File: config.mk
export PLATFORM = sky130hd
export DESIGN_NAME = lcd_seg_loader
export DESIGN_NICKNAME = d
export VERILOG_FILES = /design/src/rtl/lcd_seg_pkg.sv /design/src/rtl/lcd_bus_sync.sv /design/src/rtl/lcd_i2c_rx.sv /design/src/rtl/lcd_seg_bank.sv /design/src/rtl/lcd_seg_loader.sv
export SDC_FILE = /design/constraint.sdc
export NUM_CORES = 1
export LEC_CHECK = 0
export BUFFER_PORTS_ARGS = -buffer_cell sky130_fd_sc_hd__buf_4
export CORE_ASPECT_RATIO = 1.75
export CORE_MARGIN = 2
export CORE_UTILIZATION = 52
export CTS_CLUSTER_DIAMETER = 50
export DETAILED_ROUTE_END_ITERATION = 7
export PLACE_DENSITY = 0.79
export SYNTH_ARGS = -nofsm -noshare
export SYNTH_HDL_FRONTEND = slang
export SYNTH_SLANG_ARGS = --single-unit
File: constraint.sdc
create_clock -name clk -period 4.7 [get_ports clk]
set_clock_uncertainty 0.1 [all_clocks]
set_input_delay 0.94 -clock clk [delete_from_list [all_inputs] [get_ports clk]]
set_output_delay 0.94 -clock clk [all_outputs]
set_load 0.05 [all_outputs]
File: src/rtl/lcd_seg_pkg.sv
package lcd_seg_pkg;
  localparam int BYTE_W = 8;
  localparam int VEC_W  = 6;
  localparam int SEL_W  = 3;
  localparam int IDX_W  = VEC_W - SEL_W;
  localparam int DEPTH  = 1 << IDX_W;
  localparam logic [6:0] SLV_ADDR = 7'b0111010;

  typedef enum logic [1:0] {RX_IDLE, RX_BITS, RX_ACK} rx_state_e;
  typedef enum logic [1:0] {BK_ADDR, BK_CTRL, BK_DATA} byte_kind_e;
endpackage

File: src/rtl/lcd_bus_sync.sv
module lcd_bus_sync #(
  parameter int STAGES = 2
) (
  input  logic clk,
  input  logic rst_n,
  input  logic scl_i,
  input  logic sda_i,
  output logic sda_s_o,
  output logic scl_rise_o,
  output logic scl_fall_o,
  output logic start_o,
  output logic stop_o
);
  logic [STAGES-1:0] scl_ff, sda_ff;
  logic scl_q, sda_q, scl_s, sda_s;

  always_ff @(posedge clk or negedge rst_n) begin
    if (!rst_n) begin
      scl_ff <= '1;
      sda_ff <= '1;
      scl_q  <= 1'b1;
      sda_q  <= 1'b1;
    end else begin
      scl_ff <= {scl_ff[STAGES-2:0], scl_i};
      sda_ff <= {sda_ff[STAGES-2:0], sda_i};
      scl_q  <= scl_s;
      sda_q  <= sda_s;
    end
  end

  assign scl_s      = scl_ff[STAGES-1];
  assign sda_s      = sda_ff[STAGES-1];
  assign sda_s_o    = sda_s;
  assign scl_rise_o = scl_s & ~scl_q;
  assign scl_fall_o = ~scl_s & scl_q;
  assign start_o    = scl_s & scl_q & sda_q & ~sda_s;
  assign stop_o     = scl_s & scl_q & ~sda_q & sda_s;
endmodule

File: src/rtl/lcd_i2c_rx.sv
module lcd_i2c_rx
  import lcd_seg_pkg::*;
(
  input  logic              clk,
  input  logic              rst_n,
  input  logic              sda_s_i,
  input  logic              scl_rise_i,
  input  logic              scl_fall_i,
  input  logic              start_i,
  input  logic              stop_i,
  input  logic              sel_i,
  output logic              sda_oe_o,
  output logic              ctrl_we_o,
  output logic              data_we_o,
  output logic [BYTE_W-1:0] byte_o
);
  localparam int CNT_W = $clog2(BYTE_W + 1);
  localparam logic [CNT_W-1:0] CNT_FULL = CNT_W'(BYTE_W);

  rx_state_e         state_q, state_d;
  byte_kind_e        kind_q, kind_d;
  logic [CNT_W-1:0]  cnt_q, cnt_d;
  logic [BYTE_W-1:0] shift_q, shift_d;
  logic              oe_q, oe_d;
  logic              byte_end, addr_hit;

  assign byte_end  = (state_q == RX_BITS) && (cnt_q == CNT_FULL) && scl_fall_i
                     && !start_i && !stop_i;
  assign addr_hit  = (shift_q == {SLV_ADDR, 1'b0});
  assign ctrl_we_o = byte_end && (kind_q == BK_CTRL);
  assign data_we_o = byte_end && (kind_q == BK_DATA);
  assign byte_o    = shift_q;
  assign sda_oe_o  = oe_q;

  always_comb begin
    state_d = state_q;
    kind_d  = kind_q;
    cnt_d   = cnt_q;
    shift_d = shift_q;
    oe_d    = oe_q;
    if (start_i) begin
      state_d = RX_BITS;
      kind_d  = BK_ADDR;
      cnt_d   = '0;
      oe_d    = 1'b0;
    end else if (stop_i) begin
      state_d = RX_IDLE;
      oe_d    = 1'b0;
    end else begin
      case (state_q)
        RX_BITS: begin
          if (scl_rise_i && cnt_q != CNT_FULL) begin
            shift_d = {shift_q[BYTE_W-2:0], sda_s_i};
            cnt_d   = cnt_q + CNT_W'(1);
          end else if (byte_end) begin
            case (kind_q)
              BK_ADDR: begin
                if (addr_hit) begin
                  oe_d    = 1'b1;
                  state_d = RX_ACK;
                end else begin
                  state_d = RX_IDLE;
                end
              end
              BK_CTRL: begin
                oe_d    = 1'b1;
                state_d = RX_ACK;
              end
              default: begin
                oe_d    = sel_i;
                state_d = RX_ACK;
              end
            endcase
          end
        end
        RX_ACK: begin
          if (scl_fall_i) begin
            oe_d    = 1'b0;
            state_d = RX_BITS;
            cnt_d   = '0;
            kind_d  = (kind_q == BK_ADDR) ? BK_CTRL : BK_DATA;
          end
        end
        default: ;
      endcase
    end
  end

  always_ff @(posedge clk or negedge rst_n) begin
    if (!rst_n) begin
      state_q <= RX_IDLE;
      kind_q  <= BK_ADDR;
      cnt_q   <= '0;
      shift_q <= '0;
      oe_q    <= 1'b0;
    end else begin
      state_q <= state_d;
      kind_q  <= kind_d;
      cnt_q   <= cnt_d;
      shift_q <= shift_d;
      oe_q    <= oe_d;
    end
  end

  // acknowledge drive starts only at an SCL falling edge
  p_oe_rise_on_fall_r11: assert property (@(posedge clk) disable iff (!rst_n)
    $rose(oe_q) |-> $past(scl_fall_i));
  // release happens at an SCL falling edge or a bus condition
  p_oe_fall_on_edge_r11: assert property (@(posedge clk) disable iff (!rst_n)
    $fell(oe_q) |-> $past(scl_fall_i || start_i || stop_i));
  // a START always reopens address reception
  p_restart_addr_r10: assert property (@(posedge clk) disable iff (!rst_n)
    start_i |=> (state_q == RX_BITS && kind_q == BK_ADDR && cnt_q == '0));
  // unselected data byte never pulls SDA
  p_unsel_no_ack_r6: assert property (@(posedge clk) disable iff (!rst_n)
    (data_we_o && !sel_i) |=> !oe_q);
endmodule

File: src/rtl/lcd_seg_bank.sv
module lcd_seg_bank
  import lcd_seg_pkg::*;
(
  input  logic                    clk,
  input  logic                    rst_n,
  input  logic                    ctrl_we_i,
  input  logic                    data_we_i,
  input  logic [BYTE_W-1:0]       byte_i,
  input  logic [SEL_W-1:0]        dev_sel_i,
  output logic                    sel_o,
  output logic [BYTE_W-1:0]       ctrl_o,
  output logic [DEPTH*BYTE_W-1:0] seg_flat_o,
  output logic                    blank_o
);
  logic [BYTE_W-1:0] ctrl_q, ctrl_d;
  logic              blank_q, blank_d;

  assign sel_o   = (ctrl_q[VEC_W-1:IDX_W] == dev_sel_i);
  assign ctrl_o  = ctrl_q;
  assign blank_o = blank_q;

  always_comb begin
    ctrl_d  = ctrl_q;
    blank_d = blank_q;
    if (ctrl_we_i) begin
      ctrl_d  = byte_i;
      blank_d = 1'b0;
    end else if (data_we_i) begin
      ctrl_d[VEC_W-1:0] = ctrl_q[VEC_W-1:0] + VEC_W'(1);
    end
  end

  always_ff @(posedge clk or negedge rst_n) begin
    if (!rst_n) begin
      ctrl_q  <= '0;
      blank_q <= 1'b1;
    end else begin
      ctrl_q  <= ctrl_d;
      blank_q <= blank_d;
    end
  end

  for (genvar i = 0; i < DEPTH; i++) begin : g_ent
    logic [BYTE_W-1:0] ent_q;
    logic              wr_en;
    assign wr_en = data_we_i && sel_o && (ctrl_q[IDX_W-1:0] == IDX_W'(i));
    always_ff @(posedge clk or negedge rst_n) begin
      if (!rst_n)     ent_q <= '0;
      else if (wr_en) ent_q <= byte_i;
    end
    assign seg_flat_o[i*BYTE_W +: BYTE_W] = ent_q;
  end

  // vector steps by one, modulo 64, per data byte
  p_vec_step_r5: assert property (@(posedge clk) disable iff (!rst_n)
    data_we_i |=> ctrl_q[VEC_W-1:0] == VEC_W'($past(ctrl_q[VEC_W-1:0]) + 1));
  // unselected data byte leaves the array untouched
  p_unsel_hold_r6: assert property (@(posedge clk) disable iff (!rst_n)
    (data_we_i && !sel_o) |=> $stable(seg_flat_o));
  // control byte lands in the control register
  p_ctrl_load_r3: assert property (@(posedge clk) disable iff (!rst_n)
    ctrl_we_i |=> ctrl_q == $past(byte_i));
  // blanking ends only with a control byte
  p_blank_clear_r9: assert property (@(posedge clk) disable iff (!rst_n)
    $fell(blank_q) |-> $past(ctrl_we_i));
endmodule

File: src/rtl/lcd_seg_loader.sv
module lcd_seg_loader
  import lcd_seg_pkg::*;
#(
  parameter int SYNC_STAGES = 2
) (
  input  logic                    clk,
  input  logic                    rst_n,
  input  logic                    scl_i,
  input  logic                    sda_i,
  output logic                    sda_oe_o,
  input  logic [SEL_W-1:0]        dev_sel_i,
  input  logic                    cascade_i,
  output logic [BYTE_W-1:0]       ctrl_o,
  output logic [DEPTH*BYTE_W-1:0] seg_data_o,
  output logic                    blank_o,
  output logic                    bp_hiz_o
);
  logic [1:0]        rst_ff;
  logic              rst_sync_n;
  logic              sda_s, scl_rise, scl_fall, start, stop;
  logic              sel, ctrl_we, data_we, blank;
  logic [BYTE_W-1:0] rx_byte;

  always_ff @(posedge clk or negedge rst_n) begin
    if (!rst_n) rst_ff <= '0;
    else        rst_ff <= {rst_ff[0], 1'b1};
  end
  assign rst_sync_n = rst_ff[1];

  lcd_bus_sync #(.STAGES(SYNC_STAGES)) u_sync (
    .clk(clk), .rst_n(rst_sync_n), .scl_i(scl_i), .sda_i(sda_i),
    .sda_s_o(sda_s), .scl_rise_o(scl_rise), .scl_fall_o(scl_fall),
    .start_o(start), .stop_o(stop)
  );

  lcd_i2c_rx u_rx (
    .clk(clk), .rst_n(rst_sync_n), .sda_s_i(sda_s), .scl_rise_i(scl_rise),
    .scl_fall_i(scl_fall), .start_i(start), .stop_i(stop), .sel_i(sel),
    .sda_oe_o(sda_oe_o), .ctrl_we_o(ctrl_we), .data_we_o(data_we),
    .byte_o(rx_byte)
  );

  lcd_seg_bank u_bank (
    .clk(clk), .rst_n(rst_sync_n), .ctrl_we_i(ctrl_we), .data_we_i(data_we),
    .byte_i(rx_byte), .dev_sel_i(dev_sel_i), .sel_o(sel), .ctrl_o(ctrl_o),
    .seg_flat_o(seg_data_o), .blank_o(blank)
  );

  assign blank_o  = blank;
  assign bp_hiz_o = blank & cascade_i;
endmodule

After elaboration in Yosys (flattened, before gate mapping)
Cells that the tools add are included.
{ "word_totals": {"ff_bits": 98, "in_bits": 8, "output_inout_bits": 75, "elab_cells": 117} }
{ "classes": {"addsub": 2, "n_eq_ne": 22, "n_mux": 28, "bitwise_logic": 14, "n_reduce_logical": 30} }
{ "ops": {"columns": ["operator", "count"], "rows": [
  ["$mux 2", 12],
  ["$logic_and 1x1->1", 16],
  ["$mux 4", 4],
  ["$eq 3x3->1 const B", 4],
  ["$mux 6", 2],
  ["$reduce_and 4->1", 3],
  ["$and 1x1->1", 8],
  ["$eq 8x7->1 const B", 1],
  ["$ne 4x1->1 const B", 2],
  ["$pmux 4 s2", 1],
  ["$add 6x1->6 const B", 1],
  ["$eq 3x2->1 const B", 2],
  ["$mux 1", 6],
  ["$not 1->1", 6],
  ["$reduce_bool 2->1", 3],
  ["$ne 5x2->1 const B", 1],
  ["$reduce_and 5->1", 1],
  ["$add 4x1->4 const B", 1],
  ["$eq 2x1->1 const B", 2],
  ["$eq 2x2->1 const B", 2],
  ["$eq 4x4->1 const B", 1],
  ["$ne 4x2->1 const B", 1],
  ["$ne 4x4->1 const B", 1],
  ["$pmux 1 s2", 2],
  ["12 further kinds", 13]
]} }

Depth between registers and ports, before layout
Gate-level depths: netlist of run 1.
{ "depth": {"depth_word": 11, "depth_mapped": 7, "mapped_depth_nobuf": 6} }

Hierarchy
From an unflattened synthesis of run 1, not the netlist that was laid out.
{ "unflattened": {"cells_unflattened": 288, "hier_area_um2": 4304.1} }
{ "modules_own_cells": {"columns": ["mod", "n_inst", "cells_per_inst", "area_each_um2", "seq_area_each_um2"], "rows": [
  ["lcd_seg_bank", 1, 196, 3120.5, 1828.0],
  ["lcd_i2c_rx", 1, 78, 933.4, 425.4],
  ["lcd_bus_sync", 1, 10, 190.2, 157.7],
  ["lcd_seg_loader", 1, 4, 60.1, 50.0]
]} }

Worst setup path after synthesis of run 1
OpenSTA, ideal clock, no wires.
{ "synth_timing": {"kind": "input port to flip-flop", "startpoint": "input port dev_sel_i[2]", "endpoint": "register u_bank.g_ent[4].ent_q[0]", "setup_time_ns": 0.125, "arrival_ns": 2.190, "required_ns": 4.475, "setup_slack_ns": 2.285, "stages": 5, "path_buffers": 1, "path_cell_list": "xor2_1 > nor3_4 > and4bb_2 > buf_6 > mux2_2"} }
{ "synth_between": {"elab_chain_len": 3} }
{ "synth_rtl": {"columns": ["item", "line_no", "source"], "rows": [
  ["start, declared", "lcd_seg_loader.sv:11", "input logic [SEL_W-1:0] dev_sel_i,"],
  ["$eq 3x3->1", "lcd_seg_bank.sv:18", "assign sel_o = (ctrl_q[VEC_W-1:IDX_W] == dev_sel_i);"],
  ["$logic_and 1x1->1 (2 in a row)", "lcd_seg_bank.sv:46", "assign wr_en = data_we_i && sel_o && (ctrl_q[IDX_W-1:0] == IDX_W'(i));"],
  ["end signal, assigned", "lcd_seg_bank.sv:49", "else if (wr_en) ent_q <= byte_i;"],
  ["end, declared", "lcd_seg_bank.sv:44", "logic [BYTE_W-1:0] ent_q;"]
]} }
No other way between the ends.
A chain may end at the register's enable or synchronous reset.

Worst setup path after layout of run 1
{ "layout_timing": {"startpoint": "register u_rx.cnt_q[0]", "endpoint": "register u_bank.g_ent[6].ent_q[5]"} }
{ "layout_between": {"elab_chain_len": 8} }
{ "layout_rtl": {"columns": ["item", "line_no", "source"], "rows": [
  ["start, declared", "lcd_i2c_rx.sv:22", "logic [CNT_W-1:0] cnt_q, cnt_d;"],
  ["start signal, assigned", "lcd_i2c_rx.sv:99", "cnt_q <= cnt_d;"],
  ["$eq 4x4->1", "lcd_i2c_rx.sv:27", "assign byte_end = (state_q == RX_BITS) && (cnt_q == CNT_FULL) && scl_fall_i"],
  ["$logic_and 1x1->1 (2 in a row)", "lcd_i2c_rx.sv:27", null],
  ["$logic_and 1x1->1 (2 in a row)", "lcd_i2c_rx.sv:28", "&& !start_i && !stop_i;"],
  ["$logic_and 1x1->1", "lcd_i2c_rx.sv:31", "assign data_we_o = byte_end && (kind_q == BK_DATA);"],
  ["$logic_and 1x1->1 (2 in a row)", "lcd_seg_bank.sv:46", null],
  ["end signal, assigned", "lcd_seg_bank.sv:49", null],
  ["end, declared", "lcd_seg_bank.sv:44", null]
]} }
No other way between the ends.

==> flow_metrics.py, run 1 <==
metrics = {
    "yosys": {
        "ys_top_cells_by_count": "dfrtp_1 (91), mux2_2 (68), clkbuf_1 (16)",
        "yosysSeqAreaShare": 0.554,
        "synthTopCellsByArea": "dfrtp_1 (51%), mux2_2 (17%), dfstp_2 (4.1%)",
        "syn-num-nets": 353,
        "synth_seq_cells": 98,
        "syn-cell-area_sq_mm": 0.00444,
        "yosysMostFrequentCell": "dfrtp_1",
        "synth_edf_count": 0,
        "synth_ff_type": "dfrtp_1",
        "async_flop_share": 1.00,
        "ys_warn_count": 0,
        "synth.avg_cell_area_sq_um": 13.3,
        "synth.top_cell.area_share": 0.513,
        "synth_cell_types": 56,
        "synth_largest_area_cell": "dfrtp_1",
        "synthCells": 335,
    },
    "drt": {
        "num_vias": 2906,
        "drc": 0,
        "wirelength_um": 9310,
        "viasPerCell": 5.51,
        "drtAntennaViolNets": 0,
        "initialDrtViolationCount": 106,
        "wl_per_cell_um": 17.7,
        "drtPass1Iterations": 4,
    },
    "cts": {
        "clkTransAtPathRegs_ns": 0.07,
        "cts_tree": "yes",
        "cts_hold_buf": 0,
        "postCtsSetupBuffers": 0,
        "cts_resized": 0,
        "clk_path_buf_depth": 2,
        "cts_root_buffer": "clkbuf_16",
        "htree_levels": 3,
        "clock_latency_ns": 0.34,
        "cts-buffers-inserted": 9,
        "cts.sinks": 98,
    },
    "placement": {
        "place_congestion": 0.790,
        "dp_hpwl_um": 6570,
        "io_buffers": 82,
    },
    "critical_path": {
        "critical_path_class": "register to register",
        "worst_setup_path_start_kind": "register",
        "reg2regPathDepth": 6,
        "end_kind": "register",
        "cp_data_arrival_time_ns": 2.62,
        "crit_fanout": 13,
        "regToRegSetupSlack_ns": 2.20,
        "required_ns": 4.82,
        "r2r_start": "u_rx.cnt_q[0]",
        "timing.rr.end": "u_bank.g_ent[6].ent_q[5]",
    },
    "timing": {
        "setup_violations": 0,
        "finalHoldViolCount": 0,
        "fin_setup_tns_ns": 0,
        "rsz0062_at_grt": "no",
        "fmax_mhz": 399,
        "worst_pin_slew_ns": 0.642,
        "maxSlewHeadroom": 0.572,
        "slew_viol_final": 0,
        "period_share": 0.533,
        "period_minus_slack_ns": 2.50,
    },
    "floorplanning": {
        "core_sq_mm": 0.00831,
        "placementRows": 44,
        "die-area_sq_mm": 0.00933,
        "die_y_um": 126,
        "start_util": 0.534,
        "ios": 83,
        "die_w_um": 73.9,
    },
    "power": {
        "power_density_mw_per_mm2": 329,
        "switching_share": 0.259,
        "total_power_uw": 1770,
        "ir_drop_mv": 0.369,
        "power_leakage_uw": 0.00274,
        "p_int_uw": 1310,
        "power_frac_seq": 0.525,
        "p_clk_frac": 0.393,
        "combPwrFrac": 0.081,
        "p_switching_uw": 458,
    },
    "finish": {
        "drive_gt1_frac": 0.459,
        "final_nets": 425,
        "synthToLayoutAreaGrowth_pct": 21.2,
        "n_antenna_cell": 0,
    },
    "global_routing": {
        "overflow": 0,
        "antenna_found_initial": 0,
        "grt_pass1_vias": 2978,
        "grt_max_degree": 51,
        "grt_pass1_wl_um": 15000,
        "grtUsageTotal": 0.214,
    },
    "worst_hold_path": {
        "min_path_type": "register to async pin",
    },
    "run_status": {
        "status": "complete, no violations",
    },
    "flow_run": {
        "maxCapViolations": 0,
    },
}
-- per-stage QoR --
step,util,cell area [sq um],setup slack [ns],hold WS [ns],instances
floorplan,-,4440,1.68,0.231,335
global placement,0.613,5090,2.02,0.238,511
detailed placement,0.613,5090,1.95,0.247,511
CTS,0.648,5380,2.18,0.260,527
global route,0.648,5380,2.03,0.263,527
finish,0.648,5380,2.20,0.232,527
-- layout by cell type (no fill, tap or decap), drive strengths merged, types with 4 or more instances in the layout --
master  Yosys  routed
nor3        5       5
nor4        5       5
clkbuf     17      10
nand3       5       5
buf         5      83
inv        11      13
o211ai      4       4
nand4       7       7
dfrtp      91      91
o21ai       4       4
nor2       12      12
nor2b      11      11
ha         10      10
dfstp       7       7
mux2       76      76
nand2      10      10
-- layout make-up --
class / count / area (sq um)
fill: 633 / 2930
sequential: 98 / 2460
multi-input combinational: 204 / 1820
timing repair buffer: 83 / 623
clock buffer: 10 / 239
tap: 115 / 144
clock inverter: 6 / 48.8
inverter: 11 / 41.3
-- power groups by stage --
| stage | sequential, uW | clock, uW | combinational (uW) |
|---|---|---|---|
| global route | 938 | 740 | 165 |
| finish | 931 | 696 | 144 |
| detailed placement | 947 | 0 | 146 |
| floorplan | 935 | 0 | 106 |
| global placement | 945 | 0 | 141 |
| CTS | 931 | 709 | 146 |
-- worst max-delay path, cell delays in order, from the launching register on --
cell,delay [ns]
dfrtp_1,0.42
inv_1,0.07
ha_1,0.15
nand3b_2,0.23
or2_1,0.47
and4bb_1,0.55
mux2_1,0.38
-- state kept, by name, summed over array words and instances (netlist names), 2 cells and up --
name,cells
u_bank.ctrl_o,8
u_sync.scl_ff,2
u_rx.kind_q,2
u_bank.g_ent.ent_q,64
u_rx.byte_o,8
u_rx.cnt_q,4
u_rx.state_q,2
rst_ff,2
u_sync.sda_ff,2
-- logic make-up (layout without fill, tap and decap cells) --
family,count (synthesis),count (layout),synth area share
and+or+nand+nor,75,75,0.114
DFF,98,98,0.554
adders and majority gates,10,10,0.0282
other,1,1,0.000844
muxes,78,78,0.197
xor gates and xnor gates,4,4,0.00789
buffers and inverters,33,110,0.0358
AOI/OAI and AO/OA,36,36,0.0620
-- layer usage --
layer  track usage  part of all wire  vias up
li1              -                 -     1351
met1         0.260              0.40     1466
met2         0.360              0.54       75
met3        0.0408             0.039       14
met4        0.0973             0.024        0
met5             0                 0        -
-- worst max-delay path by stage --
stage,start,endpoint,slack [ns],cells after the start
after floorplan,rst_ff[1],u_bank.ctrl_o[0],1.68,0
after global routing,u_rx.cnt_q[0],u_bank.g_ent[6].ent_q[5],2.03,6
after global placement,dev_sel_i[0],u_bank.g_ent[6].ent_q[5],2.02,5
after CTS,u_rx.cnt_q[0],u_bank.g_ent[6].ent_q[5],2.18,6
final,u_rx.cnt_q[0],u_bank.g_ent[6].ent_q[5],2.20,6
after detailed placement,dev_sel_i[0],u_bank.g_ent[6].ent_q[5],1.95,5
Power figures use the tool's default switching activity.
==> inputs of run 2 (changes only) <==
--- a/config.mk
+++ b/config.mk
@@ -5,13 +5,14 @@
 export SDC_FILE = /design/constraint.sdc
 export NUM_CORES = 1
 export LEC_CHECK = 0
+export ABC_AREA = 1
 export BUFFER_PORTS_ARGS = -buffer_cell sky130_fd_sc_hd__buf_4
 export CORE_ASPECT_RATIO = 1.75
 export CORE_MARGIN = 2
-export CORE_UTILIZATION = 52
+export CORE_UTILIZATION = 50
 export CTS_CLUSTER_DIAMETER = 50
 export DETAILED_ROUTE_END_ITERATION = 7
-export PLACE_DENSITY = 0.79
+export PLACE_DENSITY = 0.8
 export SYNTH_ARGS = -nofsm -noshare
 export SYNTH_HDL_FRONTEND = slang
 export SYNTH_SLANG_ARGS = --single-unit
==> constraint.sdc (replaced) <==
create_clock -name clk -period 2.2 [get_ports clk]
set_clock_uncertainty 0.1 [all_clocks]
set_input_delay 0.44 -clock clk [delete_from_list [all_inputs] [get_ports clk]]
set_output_delay 0.44 -clock clk [all_outputs]
set_load 0.05 [all_outputs]
==> run 2 against run 1 <==
  * Cell area is 2.0% lower
  * Synthesized cell count is 38% higher
  * Sequential power is 120% higher
  * Clock power is 110% higher
  * Power is 140% higher
  * Count of clock-buffer cells in the layout is 4 higher
  * Core utilization is 1.3 points lower
  * Setup slack worse by 1.9 ns
  * Wire length is 8.0% higher
  * Cell count is 27% higher
  * First-iteration DRC count is 91% higher
  * Largest power group unchanged
==> flow_metrics.py, run 2 <==
metrics = {
    "run_status": {
        "status": "complete, no violations",
    },
    "placement": {
        "io_buffers": 82,
        "placed_area_sq_mm": 0.00500,
        "dpl.cell_count": 652,
        "place_congestion": 0.858,
        "dp_hpwl_um": 7240,
    },
    "power": {
        "power_density_mw_per_mm2": 817,
        "power_leakage_uw": 0.00277,
        "total_power_uw": 4310,
        "ir_drop_mv": 0.490,
    },
    "finish": {
        "num-fill-cells": 698,
        "multi_input_area_sq_mm": 0.00154,
        "stdcell_area_sq_mm": 0.00527,
        "synthToLayoutAreaGrowth_pct": 23.3,
        "max_flop_register": "u_bank.g_ent.ent_q",
        "final_nets": 567,
        "drive_gt1_frac": 0.234,
        "most-common-layout-cells": "nand2_1 (144), dfrtp_1 (90), buf_4 (88), o21ai_1 (59), inv_1 (42)",
        "final_common_cell": "nand2_1",
        "register_area_sq_mm": 0.00246,
        "final_cells": 667,
        "n_antenna_cell": 0,
        "largest_reg_flops": 64,
    },
    "floorplanning": {
        "die_w_um": 73.9,
        "placementRows": 44,
        "ios": 83,
        "core_sq_mm": 0.00831,
        "start_util": 0.515,
        "die_y_um": 126,
        "die-area_sq_mm": 0.00934,
    },
    "worst_hold_path": {
        "min_path_type": "input port to register",
    },
    "drt": {
        "drtPass1Iterations": 4,
        "initialDrtViolationCount": 202,
        "num_vias": 3432,
        "wl_per_cell_um": 15.1,
        "viasPerCell": 5.15,
        "drtAntennaViolNets": 0,
        "wirelength_um": 10100,
        "drc": 0,
    },
    "timing": {
        "period_share": 0.886,
        "rsz0062_at_grt": "no",
        "fin_setup_tns_ns": 0,
        "period_minus_slack_ns": 1.95,
        "fmax_mhz": 513,
        "worst_pin_slew_ns": 0.521,
        "slew_viol_final": 0,
        "finalHoldViolCount": 0,
        "setup_violations": 0,
        "maxSlewHeadroom": 0.652,
    },
    "critical_path": {
        "crit_fanout": 16,
        "worst_setup_path_start_kind": "register",
        "critical_path_class": "register to register",
        "cp_cell_sequence": "inv_1 > ha_1 > inv_2 > nor2_4 > nand4_4 > nor2_8 > nand2_4 > nand2_1 > o21ai_1",
        "slowest_stage": "dfrtp_1",
        "required_ns": 2.30,
        "end_kind": "register",
        "cp_slowest_stage_delay_ns": 0.40,
        "cp_data_arrival_time_ns": 2.05,
    },
    "flow_run": {
        "maxCapViolations": 0,
    },
    "global_routing": {
        "grtUsageTotal": 0.228,
        "antenna_found_initial": 0,
        "grt_pass1_vias": 3283,
        "overflow": 0,
        "grt_pass1_wl_um": 16100,
        "grt_max_degree": 46,
    },
    "cts": {
        "clkTransAtPathRegs_ns": 0.06,
        "cts_tree": "yes",
        "cts_root_buffer": "clkbuf_16",
        "clk_path_buf_depth": 2,
        "cts-buffers-inserted": 9,
        "cts.sinks": 98,
        "htree_levels": 3,
        "clock_latency_ns": 0.34,
    },
    "yosys": {
        "synth.top_cell.area_share": 0.532,
        "synthTopCellsByArea": "dfrtp_1 (53%), nand2_1 (13%), o21ai_1 (6.9%)",
        "ys_warn_count": 0,
        "synth_largest_area_cell": "dfrtp_1",
        "syn-num-nets": 479,
        "syn-cell-area_sq_mm": 0.00428,
        "yosysMostFrequentCell": "nand2_1",
        "synth_ff_type": "dfrtp_1",
        "synth.avg_cell_area_sq_um": 9.28,
        "synth_cell_types": 29,
        "yosysSeqAreaShare": 0.575,
        "async_flop_share": 1.00,
        "synth_seq_cells": 98,
        "synthCells": 461,
        "ys_top_cells_by_count": "nand2_1 (144), dfrtp_1 (91), o21ai_1 (59)",
        "synth_edf_count": 0,
    },
}
[run 2: worst paths after layout]
path	from	end	slack, ns	cells after the start
max	u_rx.state_q[1]	u_bank.g_ent[5].ent_q[6]	0.25	9
min	sda_i	u_sync.sda_ff[0]	0.10	1
max reg2reg	u_rx.state_q[1]	u_bank.g_ent[5].ent_q[6]	0.25	9
min reg2reg	rst_ff[1]	u_bank.g_ent[2].ent_q[1]	0.20	0
max in group asynchronous	rst_ff[1]	u_bank.blank_o	1.13	1
min in group asynchronous	rst_ff[1]	u_bank.g_ent[2].ent_q[1]	0.20	0
[run 2: report_power, final]
group	switching [uW]	internal, uW	total, uW	leakage [uW]
clock	616	817	1430	0.000129
combinational	553	261	814	0.00131
sequential	136	1920	2060	0.00133
[run 2: layout make-up]
class                   instances  share of cell area
clock buffers                  14              0.0501
inverters                      44              0.0313
flip-flops and latches         98               0.467
well taps                     115              0.0273
repair buffers                 90               0.131
multi-input cells             306               0.293
[run 2: metal layers]
metal / part of all wire / vias to the layer above / track usage
met1: 0.40 / 1675 / 0.280
met3: 0.039 / 16 / 0.0445
met4: 0.025 / 0 / 0.0973
met5: 0 / - / 0
met2: 0.54 / 92 / 0.383
li1: - / 1649 / -
[run 2: kinds of logic (layout without fill, tap and decap cells)]
| family | after synthesis | in the layout | share of synthesized area |
|---|---|---|---|
| xor gates and xnor gates | 4 | 4 | 0.00819 |
| DFF | 98 | 98 | 0.575 |
| and+or+nand+nor | 202 | 202 | 0.212 |
| buffers and inverters | 57 | 148 | 0.0643 |
| AOI/OAI and AO/OA | 89 | 89 | 0.110 |
| other | 1 | 1 | 0.000877 |
| adders and majority gates | 10 | 10 | 0.0292 |
[run 2: stage by stage]
| step | setup slack [ns] | hold WS [ns] | utilization |
|---|---|---|---|
| 2_1_floorplan | 0.280 | 0.0444 | - |
| 3_3_place_gp | 0.310 | 0.123 | 0.601 |
| 3_5_place_dp | 0.249 | 0.125 | 0.601 |
| 4_1_cts | 0.212 | 0.0921 | 0.634 |
| 5_1_grt | 0.108 | 0.0957 | 0.634 |
| 6_report | 0.250 | 0.101 | 0.634 |
[run 2: timing repair]
| action | in CTS | in global routing |
|---|---|---|
| setup buffers | 0 | 0 |
| gates resized for setup | 0 | 1 |
| hold buffers | 1 | 0 |
| hold endpoints to repair | 2 | 0 |
| setup endpoints to repair | 0 | 1 |
[run 2: critical path, delay by kind of cell, from the launching register on]
| family | cells | cell delay (ns) |
|---|---|---|
| adders and majority gates | 1 | 0.21 |
| buffers and inverters | 2 | 0.14 |
| and+or+nand+nor | 5 | 0.90 |
| DFF | 1 | 0.40 |
| AOI/OAI and AO/OA | 1 | 0.07 |
